**src/rtl/alu_flags.sv**
```systemverilog
module alu_flags #(
  parameter int W    = 32,
  parameter int IMMW = 8
) (
  input  logic [3:0]      op_code,
  input  logic            imm_mode,
  input  logic [1:0]      imm_code,
  input  logic [IMMW-1:0] imm_val,
  input  logic [W-1:0]    rd_val,
  input  logic [W-1:0]    rn_val,
  input  logic            carry_in,
  output logic [W-1:0]    result,
  output logic            rd_we,
  output logic            flag_n,
  output logic            flag_z,
  output logic            flag_c,
  output logic            n_we,
  output logic            z_we,
  output logic            c_we
);
  localparam int SW = $clog2(W);

  logic [3:0]    op;
  logic [W-1:0]  opb;
  logic [SW-1:0] amt, lsr_idx, lsl_idx;
  logic [W:0]    sum, diff;
  logic [W-1:0]  lsr_v, lsl_v, ror_v;
  logic [W-1:0]  res;
  logic          we, cupd, cnew;

  always_comb begin
    case (imm_code)
      2'b00:   op = 4'b1101;
      2'b01:   op = 4'b1010;
      2'b10:   op = 4'b0100;
      default: op = 4'b0010;
    endcase
    if (!imm_mode) op = op_code;
  end

  assign opb     = imm_mode ? {{(W-IMMW){1'b0}}, imm_val} : rn_val;
  assign amt     = opb[SW-1:0];
  assign lsr_idx = amt - SW'(1);
  assign lsl_idx = SW'(W - int'(amt));

  assign sum  = {1'b0, rd_val} + {1'b0, opb} + {{W{1'b0}}, (op == 4'b0101) & carry_in};
  assign diff = {1'b0, rd_val} + {1'b0, ~opb} + (W+1)'(1);

  assign lsr_v = rd_val >> amt;
  assign lsl_v = rd_val << amt;
  assign ror_v = (rd_val >> amt) | (rd_val << (W - int'(amt)));

  always_comb begin
    res  = '0;
    we   = 1'b1;
    cupd = 1'b0;
    cnew = carry_in;
    case (op)
      4'b0000: res = rd_val & opb;
      4'b0001: res = rd_val ^ opb;
      4'b0010: begin res = diff[W-1:0]; cupd = 1'b1; cnew = diff[W]; end
      4'b0011: res = {{(W-8){opb[7]}}, opb[7:0]};
      4'b0100: begin res = sum[W-1:0]; cupd = 1'b1; cnew = sum[W]; end
      4'b0101: begin res = sum[W-1:0]; cupd = 1'b1; cnew = sum[W]; end
      4'b0110: begin
        res  = lsr_v;
        cupd = 1'b1;
        if (amt != '0) cnew = rd_val[lsr_idx];
      end
      4'b0111: begin
        res  = lsl_v;
        cupd = 1'b1;
        if (amt != '0) cnew = rd_val[lsl_idx];
      end
      4'b1000: begin res = rd_val & opb; we = 1'b0; end
      4'b1001: begin res = rd_val ^ opb; we = 1'b0; end
      4'b1010: begin res = diff[W-1:0]; we = 1'b0; cupd = 1'b1; cnew = diff[W]; end
      4'b1011: begin
        res  = ror_v;
        cupd = 1'b1;
        if (amt != '0) cnew = ror_v[W-1];
      end
      4'b1100: res = rd_val | opb;
      4'b1101: res = opb;
      4'b1110: res = rd_val & ~opb;
      4'b1111: res = ~opb;
    endcase
  end

  assign result = res;
  assign rd_we  = we;
  assign flag_n = res[W-1];
  assign flag_z = (res == '0);
  assign flag_c = cupd ? cnew : carry_in;
  assign n_we   = 1'b1;
  assign z_we   = 1'b1;
  assign c_we   = cupd;
endmodule

```
**config.mk**
```make
export PLATFORM = sky130hd
export DESIGN_NAME = alu_flags
export DESIGN_NICKNAME = d
export VERILOG_FILES = /design/src/rtl/alu_flags.sv
export SDC_FILE = /design/constraint.sdc
export NUM_CORES = 1
export LEC_CHECK = 0
export BUFFER_PORTS_ARGS = -buffer_cell sky130_fd_sc_hd__buf_2
export CELL_PAD_IN_SITES_DETAIL_PLACEMENT = 1
export CELL_PAD_IN_SITES_GLOBAL_PLACEMENT = 1
export CORE_UTILIZATION = 40
export DETAILED_ROUTE_END_ITERATION = 10
export PLACE_DENSITY = 0.76
export SLEW_MARGIN = 10
export SYNTH_ARGS = -nofsm -noshare
export SYNTH_HDL_FRONTEND = slang
export SYNTH_SLANG_ARGS = --single-unit
```
**constraint.sdc**
```tcl
create_clock -name vclk -period 10.8
set_input_delay 0.54 -clock vclk [all_inputs]
set_output_delay 0.54 -clock vclk [all_outputs]
set_load 0.02 [all_outputs]
```
## After elaboration in Yosys (flattened, before gate mapping)

Cells that the tools add are included.

- Register bits after elaboration: 0
- Input bits: 80
- Output and inout port bits: 39
- Logic and storage cells: 60

- Add/sub/neg operators: 6
- Order comparisons: 2
- Equal/unequal tests: 17
- Shift operators: 3
- Multiplexer cells: 15
- Bitwise gates (word level): 7
- Reduce and logical (&&, ||, !) cells: 10

Operators with widths:

| kind | count |
|---|---|
| 32-bit case mux with 12 select lines | 1 |
| 32-bit by 32-bit adder with 33-bit output | 2 |
| 32-bit AND | 2 |
| 32-bit bitwise OR | 2 |
| 33-bit by 1-bit adder with 33-bit output | 1 |
| 33-bit by 1-bit adder with 33-bit output (second input constant) | 1 |
| 4-bit equality test (second input constant) | 8 |
| 32-bit zero test | 1 |
| 32-bit two-way mux | 1 |
| 32-bit inverter | 1 |
| 32-bit by 32-bit << shifter with 32-bit output | 1 |
| 32-bit by 5-bit << shifter with 32-bit output | 1 |
| 32-bit by 5-bit >> shifter with 32-bit output | 1 |
| 32-bit XOR | 1 |
| 4-bit by 3-bit equality test with 1-bit output (second input constant) | 4 |
| 5-bit by 6-bit < comparator with 1-bit output (second input constant) | 2 |
| 4-bit case mux with 3 select lines | 1 |
| 1-bit binary-select mux with 5-bit select | 2 |
| 4-bit by 2-bit equality test with 1-bit output (second input constant) | 2 |
| 1-bit two-way mux | 8 |
| 2-bit OR reduction | 4 |
| 7-bit OR reduction | 1 |
| 6-bit by 5-bit subtractor with 7-bit output (first input constant) | 1 |
| 1-bit case mux with 5 select lines | 1 |
| 10 further kinds | 10 |

## Depth between registers and ports, before layout

- Depth after elaboration: 8
- Mapped depth: 22
- Gate-level depth less buffers: 17

## Worst setup path before layout

Ideal clock, no wire load.

- Path type: input to output
- Start: in imm_mode
- End: out flag_z
- Arrival: 5.449 ns
- Data required time: 10.260 ns
- Slack: 4.811 ns
- Stages on the path: 19
- Buffers on the path: 7
- Cells stage by stage: buf_6 > buf_6 > mux2i_1 > buf_2 > buf_1 > clkbuf_1 > clkbuf_1 > ha_1 > clkbuf_1 > or4_1 > a211oi_1 > o211ai_1 > a211oi_1 > a311oi_1 > mux2i_1 > a31oi_1 > o311ai_0 > or2_2 > nor4_2

- Word-level cells in the longest chain between the ends: 6
- Elaborated cells on any way between the ends: 39
- Classes of those cells: add/sub: 5; eq/ne: 15; shift: 3; mux: 3; bitwise: 7; reduce/logical: 6

RTL lines:

| element | RTL line | source |
|---|---|---|
| start: declaration | 6 | `input logic imm_mode,` |
| 32-bit two-way mux or 4-bit two-way mux (tied branches) | 41, 38 |  |
| 32-bit inverter (tied with other cells) | 47, 85, 86 |  |
| 32-bit by 32-bit adder with 33-bit output (tied with other cells) | 47 | `assign diff = {1'b0, rd_val} + {1'b0, ~opb} + (W+1)'(1);` |
| 33-bit by 1-bit adder with 33-bit output (tied with other cells) | 47 |  |
| 32-bit case mux with 12 select lines (*) | 58 | `case (op)` |
| named net result[29] | 12 | `output logic [W-1:0] result,` |
| 32-bit zero test (*) | 93 | `assign flag_z = (res == '0);` |
| end: declaration | 15 | `output logic flag_z,` |

Mark *: on every way through the listed nets, which the timed path passes. The rest lies on a longest branch.

## Worst setup path after layout

- Start: in imm_mode
- End: out flag_z

- Word-level cells in the longest chain between the ends: 6
- Elaborated cells on any way between the ends: 39
- Classes of those cells: add/sub: 5; eq/ne: 15; shift: 3; mux: 3; bitwise: 7; reduce/logical: 6

RTL lines:

| element | RTL line |
|---|---|
| 32-bit two-way mux or 4-bit two-way mux (tied branches) | 41, 38 |
| 32-bit inverter (tied with other cells) | 47, 85, 86 |
| 32-bit by 32-bit adder with 33-bit output (tied with other cells) | 47 |
| 33-bit by 1-bit adder with 33-bit output (tied with other cells) | 47 |
| 32-bit case mux with 12 select lines (*) | 58 |
| 32-bit zero test (*) | 93 |

Every way passes the cells marked *; elsewhere a longest branch is shown, timed or not.

==> results.md <==
- Worst Path Class, Setup: primary input to output port
- Total Neg Setup Slack: 0 ns
- I/O Pins: 119
- HPWL after DPL: between 60000 and 70000 um
- Max-slew headroom: between 10% and 20%
- HP Start: imm_code[1]
- Die height: ~180 um
- Unrepaired setup endpoints after global routing: no
- DIE WIDTH: 182 um
- Hold worst-path end: rd_we
- Distinct cells, synth: between 90 and 100
- Nets: between 2000 and 2500
- Post-CTS setup buffer count: 0
- Post_cts resized: 0
- Wire per inst: ~36 um
- Slowest cell on crit path: buf_4
- Critical path, cell by cell: buf_2 -> buf_4 -> mux2i_4 -> buf_4 -> ha_1 -> and3_1 -> ha_1 -> inv_1 -> nand3_1 -> a211oi_1 -> a2111oi_0 -> nor2b_1 -> a2bb2oi_1 -> nand4_1 -> nor4_1 -> nand4b_1 -> nor4_2 -> buf_2
- Crit end category: output port
- Outcome: finished, final reports clean
- Die ar.: between 30000 and 40000 um^2
- Hold depth: 4
- Vias in the first global route: 16700
- Number of sequential cells: 0
- Worst-margin pin slew: 1.17 ns
- Total grt overflow: 0
- Slew Limit Fails: 0
- Post-synth top area share: a little under an eighth
- Ys Warns: 0
- Area delta synth->final: 5.33%
- Number of buffers and inverters on the critical path: 5
- Endpoints failing hold: 0
- Fraction of layout cells with a size suffix above 1: 15.3%
- # Max-Cap Violations: 0
- Commonest cells after routing, fill and taps aside: 185 x nand2_1, 156 x nor2_1, 122 x mux2i_1
- Crit path max-delay family: simple AND/OR/NAND/NOR gates
- Core ar.: roughly 32000 um^2
- DR vias: roughly 17000
- Max Fanout on Critical Path: 50
- Antenna violations before repair: 5
- # port buffers: 117
- DRT Wirelength: roughly 80000 um
- Post-synthesis sequential area ratio: 0%
- FP Rows: 65
- DRC: 0
- Leading area contributor after synthesis: mux4_2
- Post-route cell area: between 10000 and 15000 um^2
- Cells taking the most area after synthesis: mux4_2 12%, mux2i_1 9.5%, ha_1 9.4%
- Startpoint types: primary input
- Commonest non-fill, non-tap cell in the layout: nand2_1
- Setup slack after layout: 3.11 ns
- Placement-stage cell area: between 10000 and 15000 um^2
- Cell Area, Synth: 13000 um^2
- Final min period: a little under 8 ns
- Pre-CTS WS: 3.36 ns
- Storage element area: 0 um^2
- Clock buffers: 0
- Initial DRC count: approximately 2600
- Vias per cell: between 7 and 8
- Routability cong.: 1.11
- Syn_area_per_cell: slightly above 7 um^2
- Post-route ant nets: 0
- # setup viols final: 0
- Mapped Cells: around 1800
- GR Util All Layers: 48.2%
- Period utilization: roughly 70%
- Worst EP required: 10.26 ns
- Crit path from: imm_mode
- Worst path arrival time: between 7 and 8 ns
- Router iterations before antenna repair: 6
- Fmax: between 0.1 and 0.15 GHz
- Hold-fix buffers, CTS: 0
- First-pass GRT wire length: roughly 120000 um
- Initial Utilization: 40.9%
- Delay of the slowest critical-path stage: 0.69 ns
- Largest net degree at the start of global routing: a little over 50
- HP Class: primary input to output port
[per-stage QoR]
stage	utilization (%)	instances	hold slack [ns]
finish	43.1	2281	1.46
detailed placement	43.1	2279	1.46
global placement	43.1	2279	1.46
global route	43.1	2279	1.50
floorplan	-	1847	1.28
CTS	43.1	2279	1.46
[layer usage]
layer	share of wire (%)	global-route usage, %	wire [um]
met4	6.3	24.1	5140
met2	42	72.3	34500
met1	39	64.8	32200
met3	12	10.5	10100
met5	0.028	0.741	23
[how the worst max path moves through the flow]
stage	to	slack, ns	depth (start not counted)
2_1_floorplan	flag_z	4.81	19
3_3_place_gp	flag_z	3.51	19
3_5_place_dp	flag_z	3.36	19
4_1_cts	flag_z	3.35	18
5_1_grt	flag_z	2.80	18
6_report	flag_z	3.11	18
[layout make-up]
class / count / area, um^2
Fill cell: 4104 / 18100
Inverter: 105 / 398
Antenna cell: 2 / 5.00
Timing Repair Buffer: 156 / 878
Tap cell: 435 / 544
Multi-Input combinational cell: 1583 / 11900
[logic make-up after synthesis]
| family | share of synthesized area, % |
|---|---|
| adders and majority gates | 9.88 |
| xor gates and xnor gates | 1.66 |
| buffers and inverters | 9.06 |
| muxes | 22.9 |
| AOI/OAI and AO/OA | 31.8 |
| and+or+nand+nor | 24.7 |
| other | 0.0288 |
[Yosys cell counts, types with 27 or more instances]
library cell,instances
nand3_1,59
mux2i_1,123
clkbuf_1,103
o22ai_1,35
ha_1,98
a21oi_1,121
nand2b_1,43
mux4_2,68
nand2_1,185
nor3_1,49
o211ai_1,41
o21ai_0,101
nor2_1,156
a31oi_1,30
nor4_1,27
inv_1,100
[worst min-delay path: stages]
cell and delay [ns]:
buf_2 0.10, o22ai_1 0.07, nand2_1 0.06, buf_2 0.15
